===== src/rtl/tu_calc_pkg.sv =====
// Package: shared state and step encodings for the transfer unit calculator.
// Assumes: nothing; holds only types.
package tu_calc_pkg;

    // Top-level sequencer states.
    typedef enum logic [1:0] {
        ST_IDLE,
        ST_LAUNCH,
        ST_WAIT,
        ST_FINISH
    } tu_state_e;

    // Which division the shared divider is working on.
    typedef enum logic [1:0] {
        STEP_VS,
        STEP_FULL,
        STEP_RATIO,
        STEP_LANE
    } tu_step_e;

endpackage


===== src/rtl/tu_divider.sv =====
// Module: tu_divider
// Unsigned restoring divider that produces one quotient bit per clock.
// A start pulse loads the operands. done_o pulses once, NUM_W cycles later,
// and quo_o then holds the quotient until the next start.
// Assumes: den_i is non-zero whenever start_i is high.
module tu_divider #(
    parameter int NUM_W = 31,
    parameter int DEN_W = 23
) (
    input  logic             clk,
    input  logic             rst_n,
    input  logic             start_i,
    input  logic [NUM_W-1:0] num_i,
    input  logic [DEN_W-1:0] den_i,
    output logic             done_o,
    output logic [NUM_W-1:0] quo_o
);
    localparam int CNT_W = $clog2(NUM_W + 1);

    logic [NUM_W-1:0] acc_q;
    logic [DEN_W-1:0] rem_q;
    logic [DEN_W-1:0] den_q;
    logic [CNT_W-1:0] cnt_q;
    logic             run_q;
    logic             done_q;

    logic [DEN_W:0]   trial;
    logic [DEN_W:0]   diff;
    logic             fits;

    // Trial subtraction of the divisor from the shifted partial remainder.
    always_comb begin
        trial = {rem_q, acc_q[NUM_W-1]};
        diff  = trial - {1'b0, den_q};
        fits  = (trial >= {1'b0, den_q});
    end

    // Iteration register: shift the dividend in and the quotient bits out.
    always_ff @(posedge clk) begin
        if (!rst_n) begin
            acc_q  <= '0;
            rem_q  <= '0;
            den_q  <= '0;
            cnt_q  <= '0;
            run_q  <= 1'b0;
            done_q <= 1'b0;
        end else begin
            done_q <= 1'b0;
            if (start_i && !run_q) begin
                acc_q <= num_i;
                rem_q <= '0;
                den_q <= den_i;
                cnt_q <= CNT_W'(NUM_W);
                run_q <= 1'b1;
            end else if (run_q) begin
                acc_q <= {acc_q[NUM_W-2:0], fits};
                rem_q <= fits ? diff[DEN_W-1:0] : trial[DEN_W-1:0];
                cnt_q <= cnt_q - 1'b1;
                if (cnt_q == CNT_W'(1)) begin
                    run_q  <= 1'b0;
                    done_q <= 1'b1;
                end
            end
        end
    end

    assign done_o = done_q;
    assign quo_o  = acc_q;

    // the partial remainder stays below the divisor while iterating.
    p_rem_bound_r1: assert property (@(posedge clk) disable iff (!rst_n)
        run_q |-> (rem_q < den_q));

    // completion of a division is a single-cycle event.
    p_div_done_pulse_r8: assert property (@(posedge clk) disable iff (!rst_n)
        done_q |=> !done_q);

endmodule


===== src/rtl/tu_operand_sel.sv =====
// Module: tu_operand_sel
// Chooses the dividend and divisor for each division step.
// VS    : pix*bpp*(TU/8) / (lanes*rate)
// FULL  : (v+1)*8*2^FRAC / bpp
// RATIO : (v+1)*pix*2^FRAC / rate
// LANE  : (G - 2^FRAC) / lanes
// Assumes: NUM_W can hold every dividend above without overflow.
module tu_operand_sel
    import tu_calc_pkg::*;
#(
    parameter int FREQ_W  = 20,
    parameter int BPP_W   = 6,
    parameter int LANE_W  = 3,
    parameter int FIELD_W = 6,
    parameter int TU_SIZE = 64,
    parameter int FRAC    = 5,
    parameter int NUM_W   = 31,
    parameter int DEN_W   = 23
) (
    input  tu_step_e           step_i,
    input  logic [FREQ_W-1:0]  pix_i,
    input  logic [BPP_W-1:0]   bpp_i,
    input  logic [LANE_W-1:0]  lanes_i,
    input  logic [FREQ_W-1:0]  rate_i,
    input  logic [FIELD_W-1:0] vs_i,
    input  logic [NUM_W-1:0]   g_adj_i,
    output logic [NUM_W-1:0]   num_o,
    output logic [DEN_W-1:0]   den_o
);
    localparam int BYTE_SCALE = TU_SIZE / 8;

    logic [NUM_W-1:0] vs_plus;

    // Operand multiplexer keyed by the current step.
    always_comb begin
        vs_plus = NUM_W'(vs_i) + NUM_W'(1);
        unique case (step_i)
            STEP_VS: begin
                num_o = NUM_W'(pix_i) * NUM_W'(bpp_i) * NUM_W'(BYTE_SCALE);
                den_o = DEN_W'(lanes_i) * DEN_W'(rate_i);
            end
            STEP_FULL: begin
                num_o = vs_plus << (FRAC + 3);
                den_o = DEN_W'(bpp_i);
            end
            STEP_RATIO: begin
                num_o = (vs_plus * NUM_W'(pix_i)) << FRAC;
                den_o = DEN_W'(rate_i);
            end
            default: begin
                num_o = g_adj_i;
                den_o = DEN_W'(lanes_i);
            end
        endcase
    end

endmodule


===== src/rtl/tu_field_pack.sv =====
// Module: tu_field_pack
// Fits the raw results into the 6-bit output fields.
// The valid-symbol count is clamped to 1..MAX. The threshold becomes
// floor((F-H)/2^FRAC)+2, clamped to MAX, or 1 when an intermediate was negative.
// Assumes: f_i and h_i carry FRAC fraction bits.
module tu_field_pack #(
    parameter int NUM_W   = 31,
    parameter int FIELD_W = 6,
    parameter int FRAC    = 5
) (
    input  logic [NUM_W-1:0]   vs_raw_i,
    input  logic [NUM_W-1:0]   f_i,
    input  logic [NUM_W-1:0]   h_i,
    input  logic               neg_i,
    output logic [FIELD_W-1:0] vs_o,
    output logic [FIELD_W-1:0] thr_o
);
    localparam logic [NUM_W-1:0] FIELD_MAX = NUM_W'((1 << FIELD_W) - 1);

    logic [NUM_W-1:0] span;
    logic [NUM_W-1:0] whole;

    // Valid-symbol clamp into the legal 1..MAX range.
    always_comb begin
        if (vs_raw_i == '0) begin
            vs_o = FIELD_W'(1);
        end else if (vs_raw_i > FIELD_MAX) begin
            vs_o = FIELD_MAX[FIELD_W-1:0];
        end else begin
            vs_o = vs_raw_i[FIELD_W-1:0];
        end
    end

    // Threshold: drop the fraction, add the margin, then saturate.
    always_comb begin
        span  = f_i - h_i;
        whole = (span >> FRAC) + NUM_W'(2);
        if (neg_i || (h_i > f_i)) begin
            thr_o = FIELD_W'(1);
        end else if (whole > FIELD_MAX) begin
            thr_o = FIELD_MAX[FIELD_W-1:0];
        end else begin
            thr_o = whole[FIELD_W-1:0];
        end
    end

endmodule


===== src/rtl/tu_param_calc.sv =====
// Module: tu_param_calc (top)
// Sequences the shared divider through the four divisions that give the
// valid-symbol count and the FIFO start threshold. It then loads the
// packed results into the output registers.
// Assumes: pix_clk_i and link_rate_i share one frequency unit, and the
// inputs are held stable only for the start cycle (they are captured).
module tu_param_calc
    import tu_calc_pkg::*;
#(
    parameter int FREQ_W  = 20,
    parameter int BPP_W   = 6,
    parameter int LANE_W  = 3,
    parameter int TU_SIZE = 64,
    parameter int FRAC    = 5
) (
    input  logic              clk,
    input  logic              rst_n,
    input  logic              start_i,
    input  logic [FREQ_W-1:0] pix_clk_i,
    input  logic [BPP_W-1:0]  bpp_i,
    input  logic [LANE_W-1:0] lanes_i,
    input  logic [FREQ_W-1:0] link_rate_i,
    output logic              busy_o,
    output logic              done_o,
    output logic              err_o,
    output logic [5:0]        vs_o,
    output logic [5:0]        thr_o
);
    localparam int FIELD_W = $clog2(TU_SIZE);
    localparam int NUM_A   = FREQ_W + FIELD_W + 1 + FRAC;
    localparam int NUM_B   = FREQ_W + BPP_W + $clog2(TU_SIZE / 8) + 1;
    localparam int NUM_W   = (NUM_A > NUM_B) ? NUM_A : NUM_B;
    localparam int DEN_W   = FREQ_W + LANE_W;
    localparam logic [NUM_W-1:0] ONE_FX = NUM_W'(1) << FRAC;
    localparam logic [FIELD_W-1:0] THR_RST = FIELD_W'(TU_SIZE / 2);

    tu_state_e          state_q;
    tu_step_e           step_q;
    logic [FREQ_W-1:0]  pix_q;
    logic [BPP_W-1:0]   bpp_q;
    logic [LANE_W-1:0]  lanes_q;
    logic [FREQ_W-1:0]  rate_q;
    logic [FIELD_W-1:0] v_q;
    logic [NUM_W-1:0]   f_q;
    logic [NUM_W-1:0]   g_adj_q;
    logic [NUM_W-1:0]   h_q;
    logic               neg_q;
    logic [FIELD_W-1:0] vs_out_q;
    logic [FIELD_W-1:0] thr_out_q;
    logic               done_q;
    logic               err_q;

    logic               bad_req;
    logic               div_start;
    logic               div_done;
    logic [NUM_W-1:0]   div_quo;
    logic [NUM_W-1:0]   div_num;
    logic [DEN_W-1:0]   div_den;
    logic [FIELD_W-1:0] vs_packed;
    logic [FIELD_W-1:0] thr_packed;

    // A zero divisor operand makes the request invalid.
    assign bad_req   = (lanes_i == '0) || (link_rate_i == '0) || (bpp_i == '0);
    assign div_start = (state_q == ST_LAUNCH);

    tu_operand_sel #(
        .FREQ_W  (FREQ_W),
        .BPP_W   (BPP_W),
        .LANE_W  (LANE_W),
        .FIELD_W (FIELD_W),
        .TU_SIZE (TU_SIZE),
        .FRAC    (FRAC),
        .NUM_W   (NUM_W),
        .DEN_W   (DEN_W)
    ) u_sel (
        .step_i  (step_q),
        .pix_i   (pix_q),
        .bpp_i   (bpp_q),
        .lanes_i (lanes_q),
        .rate_i  (rate_q),
        .vs_i    (v_q),
        .g_adj_i (g_adj_q),
        .num_o   (div_num),
        .den_o   (div_den)
    );

    tu_divider #(
        .NUM_W (NUM_W),
        .DEN_W (DEN_W)
    ) u_div (
        .clk     (clk),
        .rst_n   (rst_n),
        .start_i (div_start),
        .num_i   (div_num),
        .den_i   (div_den),
        .done_o  (div_done),
        .quo_o   (div_quo)
    );

    tu_field_pack #(
        .NUM_W   (NUM_W),
        .FIELD_W (FIELD_W),
        .FRAC    (FRAC)
    ) u_pack (
        .vs_raw_i (div_quo),
        .f_i      (f_q),
        .h_i      (h_q),
        .neg_i    (neg_q),
        .vs_o     (vs_packed),
        .thr_o    (thr_packed)
    );

    // Sequencer: capture, run the division chain, publish the results.
    always_ff @(posedge clk) begin
        if (!rst_n) begin
            state_q   <= ST_IDLE;
            step_q    <= STEP_VS;
            pix_q     <= '0;
            bpp_q     <= '0;
            lanes_q   <= '0;
            rate_q    <= '0;
            v_q       <= '0;
            f_q       <= '0;
            g_adj_q   <= '0;
            h_q       <= '0;
            neg_q     <= 1'b0;
            vs_out_q  <= '0;
            thr_out_q <= THR_RST;
            done_q    <= 1'b0;
            err_q     <= 1'b0;
        end else begin
            done_q <= 1'b0;
            unique case (state_q)
                ST_IDLE: begin
                    if (start_i) begin
                        if (bad_req) begin
                            err_q  <= 1'b1;
                            done_q <= 1'b1;
                        end else begin
                            pix_q   <= pix_clk_i;
                            bpp_q   <= bpp_i;
                            lanes_q <= lanes_i;
                            rate_q  <= link_rate_i;
                            step_q  <= STEP_VS;
                            neg_q   <= 1'b0;
                            h_q     <= '0;
                            state_q <= ST_LAUNCH;
                        end
                    end
                end
                ST_LAUNCH: begin
                    state_q <= ST_WAIT;
                end
                ST_WAIT: begin
                    if (div_done) begin
                        unique case (step_q)
                            STEP_VS: begin
                                v_q     <= vs_packed;
                                step_q  <= STEP_FULL;
                                state_q <= ST_LAUNCH;
                            end
                            STEP_FULL: begin
                                f_q     <= div_quo;
                                step_q  <= STEP_RATIO;
                                state_q <= ST_LAUNCH;
                            end
                            STEP_RATIO: begin
                                if (div_quo < ONE_FX) begin
                                    neg_q   <= 1'b1;
                                    state_q <= ST_FINISH;
                                end else begin
                                    g_adj_q <= div_quo - ONE_FX;
                                    step_q  <= STEP_LANE;
                                    state_q <= ST_LAUNCH;
                                end
                            end
                            default: begin
                                h_q     <= div_quo;
                                state_q <= ST_FINISH;
                            end
                        endcase
                    end
                end
                default: begin
                    vs_out_q  <= v_q;
                    thr_out_q <= thr_packed;
                    err_q     <= 1'b0;
                    done_q    <= 1'b1;
                    state_q   <= ST_IDLE;
                end
            endcase
        end
    end

    assign busy_o = (state_q != ST_IDLE);
    assign done_o = done_q;
    assign err_o  = err_q;
    assign vs_o   = vs_out_q;
    assign thr_o  = thr_out_q;

    // the completion pulse lasts one cycle.
    p_done_pulse_r8: assert property (@(posedge clk) disable iff (!rst_n)
        done_o |=> !done_o);

    // a successful completion never reports zero valid symbols.
    p_vs_nonzero_r3: assert property (@(posedge clk) disable iff (!rst_n)
        (done_o && !err_o) |-> (vs_o != '0));

    // a successful completion never reports a zero threshold.
    p_thr_floor_r6: assert property (@(posedge clk) disable iff (!rst_n)
        (done_o && !err_o) |-> (thr_o != '0));

    // the result fields move only together with the completion pulse.
    p_hold_r9: assert property (@(posedge clk) disable iff (!rst_n)
        (!$stable(vs_o) || !$stable(thr_o)) |-> done_o);

    // an invalid request is answered on the next cycle, outputs untouched.
    p_err_fast_r7: assert property (@(posedge clk) disable iff (!rst_n)
        (!busy_o && start_i && bad_req) |=> (done_o && err_o && $stable(vs_o) && $stable(thr_o)));

    // an accepted valid request keeps the block busy until completion.
    p_busy_r8: assert property (@(posedge clk) disable iff (!rst_n)
        (!busy_o && start_i && !bad_req) |=> (busy_o && !done_o));

endmodule


===== config.mk =====
export PLATFORM = sky130hd
export DESIGN_NAME = tu_param_calc
export DESIGN_NICKNAME = d
export VERILOG_FILES = /design/src/rtl/tu_calc_pkg.sv /design/src/rtl/tu_divider.sv /design/src/rtl/tu_operand_sel.sv /design/src/rtl/tu_field_pack.sv /design/src/rtl/tu_param_calc.sv
export SDC_FILE = /design/constraint.sdc
export NUM_CORES = 1
export LEC_CHECK = 0
export ABC_AREA = 1
export BUFFER_PORTS_ARGS = -buffer_cell sky130_fd_sc_hd__buf_2
export CAP_MARGIN = 0
export CORE_UTILIZATION = 45
export CTS_BUF_LIST = sky130_fd_sc_hd__clkbuf_4 sky130_fd_sc_hd__clkbuf_8 sky130_fd_sc_hd__clkbuf_16
export CTS_CLUSTER_SIZE = 25
export DETAILED_ROUTE_END_ITERATION = 6
export RECOVER_POWER = 25
export SETUP_SLACK_MARGIN = 0.5
export SYNTH_ARGS = -nofsm -noshare
export SYNTH_HDL_FRONTEND = slang
export SYNTH_SLANG_ARGS = --single-unit
export TNS_END_PERCENT = 20

===== constraint.sdc =====
create_clock -name clk -period 16.9 [get_ports clk]
set_input_delay 0.845 -clock clk [delete_from_list [all_inputs] [get_ports clk]]
set_output_delay 0.845 -clock clk [all_outputs]
set_load 0.01 [all_outputs]

==> summary.md, run 1 <==
| Metric | Value |
|---|---|
| CP max FO | 77 |
| NetSw | 1990 uW |
| CP delay by family, top | buffers and inverters |
| Share of cells above drive strength 1 | 6.67% |
| Post-synth ARST share | 0% |
| Worst setup SP type | primary input |
| Max Clk Rate | 0.156 GHz |
| Post-synth top area share | 20.5% |
| Syn Area/Cell | 6.74 sq um |
| Initial DRC count | 1575 |
| Share of the yosys chip area belonging to registers | 20.5% |
| Area Overhead vs Synth | 8.08% |
| Post-layout util | 49.7% |
| Routed wire length per instance | 16.3 microns |
| # Max-Cap Violations | 4 |
| Vias/cell | 5.26 |
| GPL Wtd Cong | 0.919 |
| Post_cts resized | 0 |
| Clock Path Buffers | 3 |
| Yosys warnings | 0 |
| Remaining DRCs | 0 |
| Net Sw Frac | 51.0% |
| CP arrival | 6870 ps |
| First-pass GRT wire length | 120000 microns |
| Multi-input logic area | 16900 sq um |
| HP Class | register to register |
| Vias | 23400 |
| Row Count | 85 |
| Worst Path Required | 17360 ps |
| Sequential Area | 5120 sq um |
| Mapped cell area | 25000 sq um |
| Leakage Power | 0.0133 uW |
| Sequential power share | 21.9% |
| Root buffer selected by CTS | clkbuf_16 |
| Max-Slew Margin vs Limit | -135% |
| Core Footprint | 54300 sq um |
| Gr usage total | 26.3% |
| Syn Nets | 4110 |
| Critical path cell sequence | buf_2, clkbuf_1, clkinvlp_2, clkbuf_1, a211oi_1 |
| Worst Skew | 35.7 ps |
| Max-slew violations | 219 |
| CP max stage cell | clkinvlp_2 |
| Register bit total from synthesis | 256 |
| Reg2reg start | v_q[0]$_SDFFE_PN0P_ |
| Filler instances | 5773 |
| Synth area leaders | dfxtp_1, fa_1, nand2_1 |
| Critical Path Most Common Cell | clkbuf_1 |
| Vias in the first global route | 22700 |
| WS Path Type | primary input to register |
| Die Height | 238 microns |
| Cell Int Power | 1910 uW |
| Primary FF master, synth | dfxtp_1 |
| Final wirelength | 72600 microns |
| CP startpoint | rst_n |
| Die area | 56500 sq um |
| Final Worst Setup Slack | 10490 ps |
| # setup viols final | 0 |
| Count of cell types in the netlist | 55 |
| Htree depth | 1 |
| Final nets | 4081 |
| Clock power share | 19.2% |
| RSZ-0062 raised after global routing | no |
| Post-Place Worst Slack | 10580 ps |
| Drt first pass iters | 5 |
| VDD IR-drop max | 0.000147 V |
| Combinational share of power | 58.9% |
| Pwr/cell area | 144 nW/um^2 |
| Cells after Synth | 3708 |
| Crit path capture type | register |
| Postcts setup bufs | 0 |
| Hold_buf cts | 0 |
| Grt ovf | 0 |
| CTS tree | done |
| Yosys top cell by area | dfxtp_1 |
| Final Power | 3890 uW |
| Clock transition at path regs | 60 ps |
| Clock latency on the worst-skew pair | 610 ps |
| Worst Min Path Start | f_q[0]$_SDFFE_PN0P_ |
| Buf/Inv on CP | 4 |
| Clock sink count | 256 |
| Worst slew pin tran | 3530 ps |
| Starting Density | 46.0% |
| Period utilization | 37.9% |
| Largest net degree at the start of global routing | 78 |
| Top-count cell post-synth | nand2_1 |
| IO Pins | 67 |
| Setup TNS | 0 ps |
| Post-route minimum period | 6410 ps |
| DP HPWL | 55800 microns |
| Hold Violations, Final | 0 |
| Total CTS buffers | 31 |
| Die Width | 238 microns |
| CP max stage delay | 2110 ps |
| Post-DRT Antenna Nets | 0 |
| Post-synth EDFFs | 0 |
| Post-synth top cells | nand2_1, inv_1, a21oi_1 |
| PortBufs | 66 |
| Status | finished with violations |
| Antenna violations before repair | 0 |
| Violated checks | max-capacitance violations, max-slew violations |
-- worst register-to-register path, delay by kind of cell, from the launching register on --
family / cells / cell delay (ps)
AO/OA/AOI/OAI: 5 / 740
adder cells (fa/ha/maj): 6 / 2620
buffers and inverters: 3 / 590
flip-flops: 1 / 440
AND/OR/NAND/NOR: 9 / 1860
-- final cells by class --
| type | count | share of cell area, % |
|---|---|---|
| diodes | 2 | 0.0185 |
| clock buffers | 41 | 3.27 |
| clock inverters | 16 | 0.936 |
| inverters | 631 | 8.78 |
| multi-input cells | 2662 | 62.6 |
| flip-flops and latches | 256 | 19.0 |
| well taps | 739 | 3.42 |
| repair buffers | 97 | 1.98 |
-- metrics by stage --
| step | cells | hold WS, ps | cell area, sq um |
|---|---|---|---|
| after floorplan | 3708 | 424 | 25000 |
| after global placement | 4385 | 443 | 25900 |
| after detailed placement | 4385 | 444 | 25900 |
| after CTS | 4442 | 453 | 27000 |
| after global routing | 4442 | 480 | 27000 |
| final | 4444 | 455 | 27000 |
-- power groups by stage --
stage	clock [uW]	sequential, uW	combinational (uW)
2_1_floorplan	0	775	1780
3_3_place_gp	0	863	2270
3_5_place_dp	0	864	2270
4_1_cts	762	851	2280
5_1_grt	784	868	2590
6_report	749	853	2290
-- worst paths after layout --
path                            depth (start not counted)  slack, ps                           end
worst max register to register                         23      10490  u_div.quo_o[26]$_SDFFE_PN0P_
worst max-delay path                                    5      10490           h_q[2]$_SDFFE_PN0P_
worst min register to register                          2        460           f_q[0]$_SDFFE_PN0P_
worst min-delay path                                    2        460           f_q[0]$_SDFFE_PN0P_
-- layer usage --
metal / vias to the layer above / wire length [microns] / track usage (%)
li1: 11800 / - / -
met1: 11000 / 34400 / 36.6
met2: 516 / 32800 / 43.8
met3: 83 / 3580 / 2.57
met4: 0 / 1770 / 6.20
met5: - / 0 / 0
-- layout by cell type, fill, tap and decap left out, drive strengths merged, types with 6 or more instances in the layout --
master and instances:
dfxtp 256, a21o 6, o21ai 216, fa 182, o22ai 25, nor3 19
o21a 7, a22oi 15, nand4 33, clkbuf 58, bufinv 6, ha 168
nand3 182, o221ai 8, buf 80, xnor2 18, o211ai 33, nor2 301
or2 12, a211oi 39, a221oi 6, nand2 923, nand3b 6, xor2 41
a21oi 347, a31oi 25, nor4 16, o21bai 7, clkinv 12, inv 625
-- state kept, by name (all words and copies together), names as in the netlist, 6 cells and up --
| register | flops |
|---|---|
| rate_q | 20 |
| u_div.cnt_q | 6 |
| g_adj_q | 32 |
| bpp_q | 6 |
| pix_q | 20 |
| thr_o | 6 |
| v_q | 6 |
| vs_o | 6 |
| f_q | 32 |
| u_div.rem_q | 23 |
| u_div.den_q | 23 |
| h_q | 32 |
| u_div.quo_o | 32 |
-- logic make-up (layout without fill, tap and decap cells) --
kind of cell / Yosys count / count (layout) / share of synthesized area, %
simple gates: 1500 / 1500 / 25.6
buf+inv: 790 / 785 / 11.9
compound gates: 753 / 753 / 16.9
fa+ha+maj: 350 / 350 / 23.0
flops: 256 / 256 / 20.5
xor+xnor: 59 / 59 / 2.07
other cells: 0 / 2 / 0
(Power assumes the default switching activity.)
==> inputs of run 2 (changes only) <==
- clock period: 16.9 -> 5.35 ns (I/O delays scaled with it)
==> run 2 against run 1 <==
Effect of this change: the flow finishes with violations (negative hold slack, max-capacitance violations, max-slew violations); sequential share of layout area decreased by 1.0 points; register-to-register slack got worse by 10000 ps; worst hold slack worse by 460 ps; largest power group unchanged.
==> summary.md, run 2 (synthesized netlist as in run 1, its figures left out) <==
| Metric | Value |
|---|---|
| Die Height | 238 microns (unchanged) |
| Vias in the first global route | 23200 (+2.3%) |
| Area of placed instances | 26900 sq um (+4.0%) |
| Starting Density | 46.0% (unchanged) |
| Period utilization | 97.4% |
| CP arrival | 5720 ps (-1150 ps) |
| IO Pins | 67 (unchanged) |
| Setup TNS | 0 ps (unchanged) |
| Hold path cells | 3 (+1) |
| Area Overhead vs Synth | 14.6% |
| Vias/cell | 5.28 (+0.32%) |
| Fin Hold WS | -3.16 ps (-458 ps) |
| Antenna violations before repair | 0 (unchanged) |
| Violated checks | negative hold slack, max-capacitance violations, max-slew violations |
| Htree depth | 1 (unchanged) |
| Final nets | 4214 (+3.3%) |
| Clock Path Buffers | 3 (unchanged) |
| Clock sink count | 256 (unchanged) |
| Status | finished with violations |
| CP max stage cell | fa_1 |
| CP delay by family, top | adder cells |
| Buf/Inv on CP | 4 (unchanged) |
| VDD IR-drop max | 0.000545 V (+270%) |
| # Max-Cap Violations | 3 (-1) |
| Routed wire length per instance | 16.8 microns (+2.6%) |
| Leakage Power | 0.0139 uW (+4.8%) |
| Drt first pass iters | 6 (+1) |
| Grt ovf | 0 (unchanged) |
| Filler instances | 5531 (-4.2%) |
| RSZ-0062 raised after global routing | yes |
| Critical Path Most Common Cell | fa_1 |
| HP Class | primary input to register |
| Max-slew violations | 98 (-55%) |
| Crit path capture type | register |
| Worst Path Required | 5860 ps (-11500 ps) |
| Post-route minimum period | 5210 ps |
| Placed insts | 4467 (+1.9%) |
| Finished Layout Cells | 4573 (+2.9%) |
| Commonest cells after routing, fill and taps aside | nand2_1, inv_1, a21oi_1 |
| Flop-to-flop setup slack | 140 ps (-10350 ps) |
| Max-Slew Margin vs Limit | -29.3% (+110 points) |
| CP max stage delay | 550 ps (-1560 ps) |
| Die area | 56500 sq um (unchanged) |
| Sequential Area | 5140 sq um (+0.27%) |
| Vias | 24200 (+3.2%) |
| CP startpoint | v_q[1]$_SDFFE_PN0P_ |
| Largest net degree at the start of global routing | 95 (+22%) |
| Final Power | 12600 uW (+220%) |
| WP depth | 27 (+22) |
| Post-DRT Antenna Nets | 0 (unchanged) |
| Worst Reg2Reg Path Length in Cells | 27 (+17%) |
| Die Width | 238 microns (unchanged) |
| Pwr/cell area | 439 nW/um^2 (+200%) |
| CP max FO | 12 (-84%) |
| Share of cells above drive strength 1 | 10.5% (+3.9 points) |
| Most common cell after layout, fill and taps aside | nand2_1 |
| Remaining DRCs | 0 (unchanged) |
| Worst slew pin tran | 1940 ps (-1590 ps) |
| Clock transition at path regs | 70 ps (about the same) |
| Root buffer selected by CTS | clkbuf_16 |
| Initial DRC count | 1782 (+13%) |
| Reg2reg start | v_q[1]$_SDFFE_PN0P_ |
| Hold Violations, Final | 1 (+1) |
| WS Path Type | register to register |
| Core Footprint | 54300 sq um (unchanged) |
| Worst Min Path Start | pix_clk_i[1] |
| DP HPWL | 59500 microns (+6.7%) |
| Antenna cells | 0 (-2) |
| Gr usage total | 27.6% (+1.2 points) |
| Clock latency on the worst-skew pair | 590 ps (-20 ps) |
| Fin area | 28600 sq um (+6.0%) |
| PortBufs | 66 (unchanged) |
| GPL Wtd Cong | 0.946 (+2.9%) |
| Multi-input logic area | 17300 sq um (+2.5%) |
| Total CTS buffers | 30 (-3.2%) |
| Max Clk Rate | 0.192 GHz |
| Final wirelength | 76600 microns (+5.5%) |
| CTS tree | done |
| Worst Skew | 17.1 ps (-18.6 ps) |
| Worst setup SP type | register |
| # setup viols final | 0 (unchanged) |
| First-pass GRT wire length | 125000 microns (+3.8%) |
| Row Count | 85 (unchanged) |
==> run 2: cell count changes in the layout (fill, tap and decap cells not counted), moves of 6 or more <==
cell and delta:
ha_4 +14, inv_2 +7, a21oi_1 -6, nor2_4 +7, nor2_2 +12, nor2_1 -19
dlygate4sd3_1 +46, buf_4 +78, o21ai_0 -6, buf_12 +8, ha_1 -14, inv_1 -8
nand2_2 +9, nand2_1 -9
==> run 2: cell type report <==
class | instances | area share (%)
multi-input cells | 2662 | 60.5
flip-flops and latches | 256 | 17.9
inverters | 631 | 8.30
repair buffers | 231 | 6.12
well taps | 739 | 3.23
clock buffers | 44 | 3.23
clock inverters | 10 | 0.647
==> run 2: worst paths after layout <==
check | to
worst min-delay path | pix_q[1]$_SDFFE_PN0P_
worst max-delay path | u_div.quo_o[28]$_SDFFE_PN0P_
worst max register to register | u_div.quo_o[28]$_SDFFE_PN0P_
worst min register to register | f_q[0]$_SDFFE_PN0P_
==> run 2: timing repair <==
action                                 CTS  global route
hold buffers                            46             0
setup buffers                            5             1
pin swaps                                3             8
endpoints found under the hold margin   42             0
setup endpoints to repair               18            19
cloned                                   0             0
gates resized for setup                 18            13
==> run 2: power by group <==
group / leakage (uW) / switching [uW] / internal (uW)
combinational: 0.0113 / 5090 / 2550
clock: 0.000550 / 876 / 1430
sequential: 0.00209 / 385 / 2240
==> run 2: through the flow <==
stage / util [%] / setup slack, ps
after floorplan: - / 485
after global placement: 49.6 / 162
after detailed placement: 49.6 / 92.8
after CTS: 52.6 / 229
after global routing: 52.7 / -145
final: 52.7 / 141
==> run 2: per-layer routing <==
layer	wire (microns)	GRT usage, %	vias to the layer above	part of all wire [%]
met3	5680	4.40	104	7.4
met4	1940	7.04	0	2.5
li1	-	-	12100	-
met1	35400	38.5	11200	46
met2	33600	44.2	738	44
met5	0	0	-	0
==> run 2: worst min-delay path, delay by kind of cell <==
family / cells / cell delay [ps]
buffers and inverters: 1 / 70
AOI/OAI and AO/OA: 2 / 200
==> inputs of run 3 (changes only) <==
- CORE_UTILIZATION: 45 -> 59
- PLACE_DENSITY: default -> 0.79
- clock period: 5.35 -> 4.27 ns (I/O delays scaled with it)
==> run 3 against run 2 <==
Effect of this change: the flow finishes with violations (max-capacitance violations, max-slew violations, negative setup slack); combinational power grew 32%; sequential share of layout area shrank 0.72 points; setup slack lost 940 ps; non-clock buffer count grew 172; critical path type unchanged; clock power grew 11%; fmax grew 2.8%; flip-flop and latch count is the same; core utilization grew 19 points; cell area grew 4.2%; final cell count shrank 0.61%; largest power group unchanged; power grew 26%.
==> summary.md, run 3 (synthesized netlist as in run 1, its figures left out) <==
| Metric | Value |
|---|---|
| Worst Reg2Reg Path Length in Cells | 27 (unchanged) |
| Vias in the first global route | 25300 (+8.8%) |
| Starting Density | 59.7% (+14 points) |
| Post-Place Worst Slack | -880 ps (-973 ps) |
| CP arrival | 5590 ps (-130 ps) |
| # Max-Cap Violations | 4 (+1) |
| Root buffer selected by CTS | clkbuf_16 |
| Flop-to-flop setup slack | -800 ps (-940 ps) |
| Vias/cell | 5.67 (+7.4%) |
| DP HPWL | 57800 microns (-2.9%) |
| Status | finished with violations |
| Worst Min Path Start | start_i |
| CP max stage delay | 530 ps (-20 ps) |
| RSZ-0062 raised after global routing | yes |
| Leakage Power | 0.0147 uW (+5.7%) |
| Buf/Inv on CP | 6 (+2) |
| Clock Path Buffers | 3 (unchanged) |
| Die Height | 208 microns (-13%) |
| Worst Skew | 39.6 ps (+22.5 ps) |
| Crit path capture type | register |
| Largest net degree at the start of global routing | 82 (-14%) |
| Final wirelength | 76500 microns (-0.11%) |
| # setup viols final | 36 (+36) |
| Clock power share | 16.2% (-2.1 points) |
| Initial DRC count | 2348 (+32%) |
| Remaining DRCs | 0 (unchanged) |
| Worst Path Required | 4790 ps (-1070 ps) |
| Pwr/cell area | 533 nW/um^2 (+21%) |
| Clock latency on the worst-skew pair | 610 ps (+20 ps) |
| Fin Hold WS | 46.1 ps (+49.2 ps) |
| Drt first pass iters | 6 (unchanged) |
| Share of cells above drive strength 1 | 15.0% (+4.5 points) |
| Net Sw Frac | 50.7% (+0.13 points) |
| Die area | 43200 sq um (-24%) |
| IO Pins | 67 (unchanged) |
| Post-route minimum period | 5070 ps (-141 ps) |
| HP Class | primary input to register |
| Worst R2R End | u_div.quo_o[25]$_SDFFE_PN0P_ |
| Row Count | 75 (-12%) |
| Reg2reg start | v_q[0]$_SDFFE_PN0P_ |
| WS Path Type | register to register |
| Hold path cells | 3 (unchanged) |
| CP max FO | 5 (-7) |
| Worst setup SP type | register |
| Worst Hold End | bpp_q[3]$_SDFFE_PN0P_ |
| Grt ovf | 0 (unchanged) |
| Combinational share of power | 63.5% (+2.7 points) |
| Most common cell after layout, fill and taps aside | nand2_1 |
| Filler instances | 3442 (-38%) |
| Clock sink count | 256 (unchanged) |
| First-pass GRT wire length | 126000 microns (+1.3%) |
| GPL Wtd Cong | 1.06 (+12%) |
| Violated checks | max-capacitance violations, max-slew violations, negative setup slack |
| Sequential power share | 20.3% (-0.6 points) |
| Worst slew pin tran | 2400 ps (+456 ps) |
| CP max stage cell | fa_1 |
| Antenna violations before repair | 2 (+2) |
| Gr usage total | 35.8% (+8.2 points) |
| Final nets | 4386 (+4.1%) |
| VDD IR-drop max | 0.000775 V (+42%) |
| PortBufs | 66 (unchanged) |
| CP delay by family, top | adder cells |
| Total CTS buffers | 30 (unchanged) |
| Post-DRT Antenna Nets | 0 (unchanged) |
| Max Clk Rate | 0.197 GHz (+2.8%) |
| Cell Int Power | 7850 uW (+26%) |
| Critical Path Most Common Cell | fa_1 |
| Die Width | 208 microns (-13%) |
| Period utilization | 119% (+21 points) |
| Commonest cells after routing, fill and taps aside | nand2_1, inv_1, a21oi_1 |
| Final Worst Setup Slack | -799 ps (-939 ps) |
| NetSw | 8050 uW (+27%) |
| Vias | 25800 (+6.7%) |
| Max-Slew Margin vs Limit | -59.7% (-30 points) |
| Area Overhead vs Synth | 19.4% |
| Max-slew violations | 170 (+73%) |
| Htree depth | 1 (unchanged) |
| Routed wire length per instance | 16.8 microns (+0.50%) |
| Hold Violations, Final | 0 (-1) |
| Clock transition at path regs | 70 ps (about the same) |
| Core Footprint | 41900 sq um (-23%) |
| CTS tree | done |
[run 3: changes by cell type in the layout (fill, tap and decap cells not counted), sizes merged]
cell,change
buf,+159
bufinv,-4
clkbuf,-1
clkinv,+6
clkinvlp,+1
diode,+3
dlygate4sd3,+11
inv,-3
[run 3: through the flow]
step | utilization [%] | area, sq um | TNS [ps] | total power [uW] | std cells
after floorplan | - | 25400 | -7870 | 10200 | 3708
after global placement | 66.8 | 28000 | -13970 | 12800 | 4429
after detailed placement | 66.8 | 28000 | -15080 | 12900 | 4429
after CTS | 70.8 | 29600 | -13390 | 15600 | 4539
after global routing | 71.3 | 29800 | -27320 | 17200 | 4544
final | 71.3 | 29800 | -16270 | 15900 | 4545
[run 3: how the worst max path moves through the flow]
stage               depth (start not counted)                           end  slack, ps           startpoint
detailed placement                         27  u_div.quo_o[28]$_SDFFE_PN0P_       -880  v_q[1]$_SDFFE_PN0P_
CTS                                        30  u_div.quo_o[27]$_SDFFE_PN0P_       -740  v_q[1]$_SDFFE_PN0P_
floorplan                                  28  u_div.quo_o[30]$_SDFFE_PN0P_       -580  v_q[0]$_SDFFE_PN0P_
global placement                           26  u_div.quo_o[31]$_SDFFE_PN0P_       -840  v_q[1]$_SDFFE_PN0P_
finish                                     27  u_div.quo_o[25]$_SDFFE_PN0P_       -800  v_q[0]$_SDFFE_PN0P_
global route                               27  u_div.quo_o[30]$_SDFFE_PN0P_      -1040  v_q[0]$_SDFFE_PN0P_
[run 3: timing repair]
action / in CTS / in global routing
hold buffers: 57 / 0
pin swaps: 5 / 34
setup endpoints to repair: 26 / 32
gates cloned: 0 / 1
hold endpoints to repair: 49 / 0
setup buffers: 2 / 2
gates resized for setup: 29 / 57
[run 3: power by group through the flow]
stage	Clock (uW)	Combinational (uW)	Sequential (uW)
6_report	2570	10100	3230
5_1_grt	2690	11200	3260
4_1_cts	2590	9850	3200
3_5_place_dp	0	9690	3250
3_3_place_gp	0	9540	3240
2_1_floorplan	0	7090	3070
[run 3: final cells by class]
cell class / count / area (sq um) / share of cell area, %
multi-input combinational: 2662 / 17500 / 58.6
sequential: 256 / 5140 / 17.2
timing repair buffer: 403 / 3170 / 10.6
inverter: 631 / 2380 / 7.97
clock buffer: 41 / 870 / 2.92
tap: 539 / 674 / 2.26
clock inverter: 10 / 108 / 0.361
antenna: 3 / 7.51 / 0.0252
[run 3: routing by layer]
| layer | share of wire (%) | vias to the layer above | routed length [microns] | global-route usage (%) |
|---|---|---|---|---|
| met4 | 3.8 | 0 | 2910 | 12.9 |
| met1 | 43 | 12100 | 32600 | 47.1 |
| li1 | - | 12400 | - | - |
| met2 | 45 | 1048 | 34600 | 59.1 |
| met3 | 8.3 | 195 | 6370 | 5.92 |
| met5 | 0 | - | 0 | 0 |
[run 3: worst register-to-register path: stages (launching register included)]
cell and delay, ps:
dfxtp_4 370, ha_4 170, nand4_1 180, nor2_4 240
buf_6 130, nand2_2 40, fa_1 460, fa_1 500
inv_1 50, fa_1 530, inv_1 50, fa_1 490
inv_2 50, ha_4 280, nand2_1 50, nand2_1 80
a21oi_2 70, o21ai_2 170, a21oi_2 110, o21ai_2 200
inv_1 70, nor2_2 110, nor2_2 70, buf_4 130
nand2_2 40, nand3_1 70, a31o_2 210, a21oi_2 100
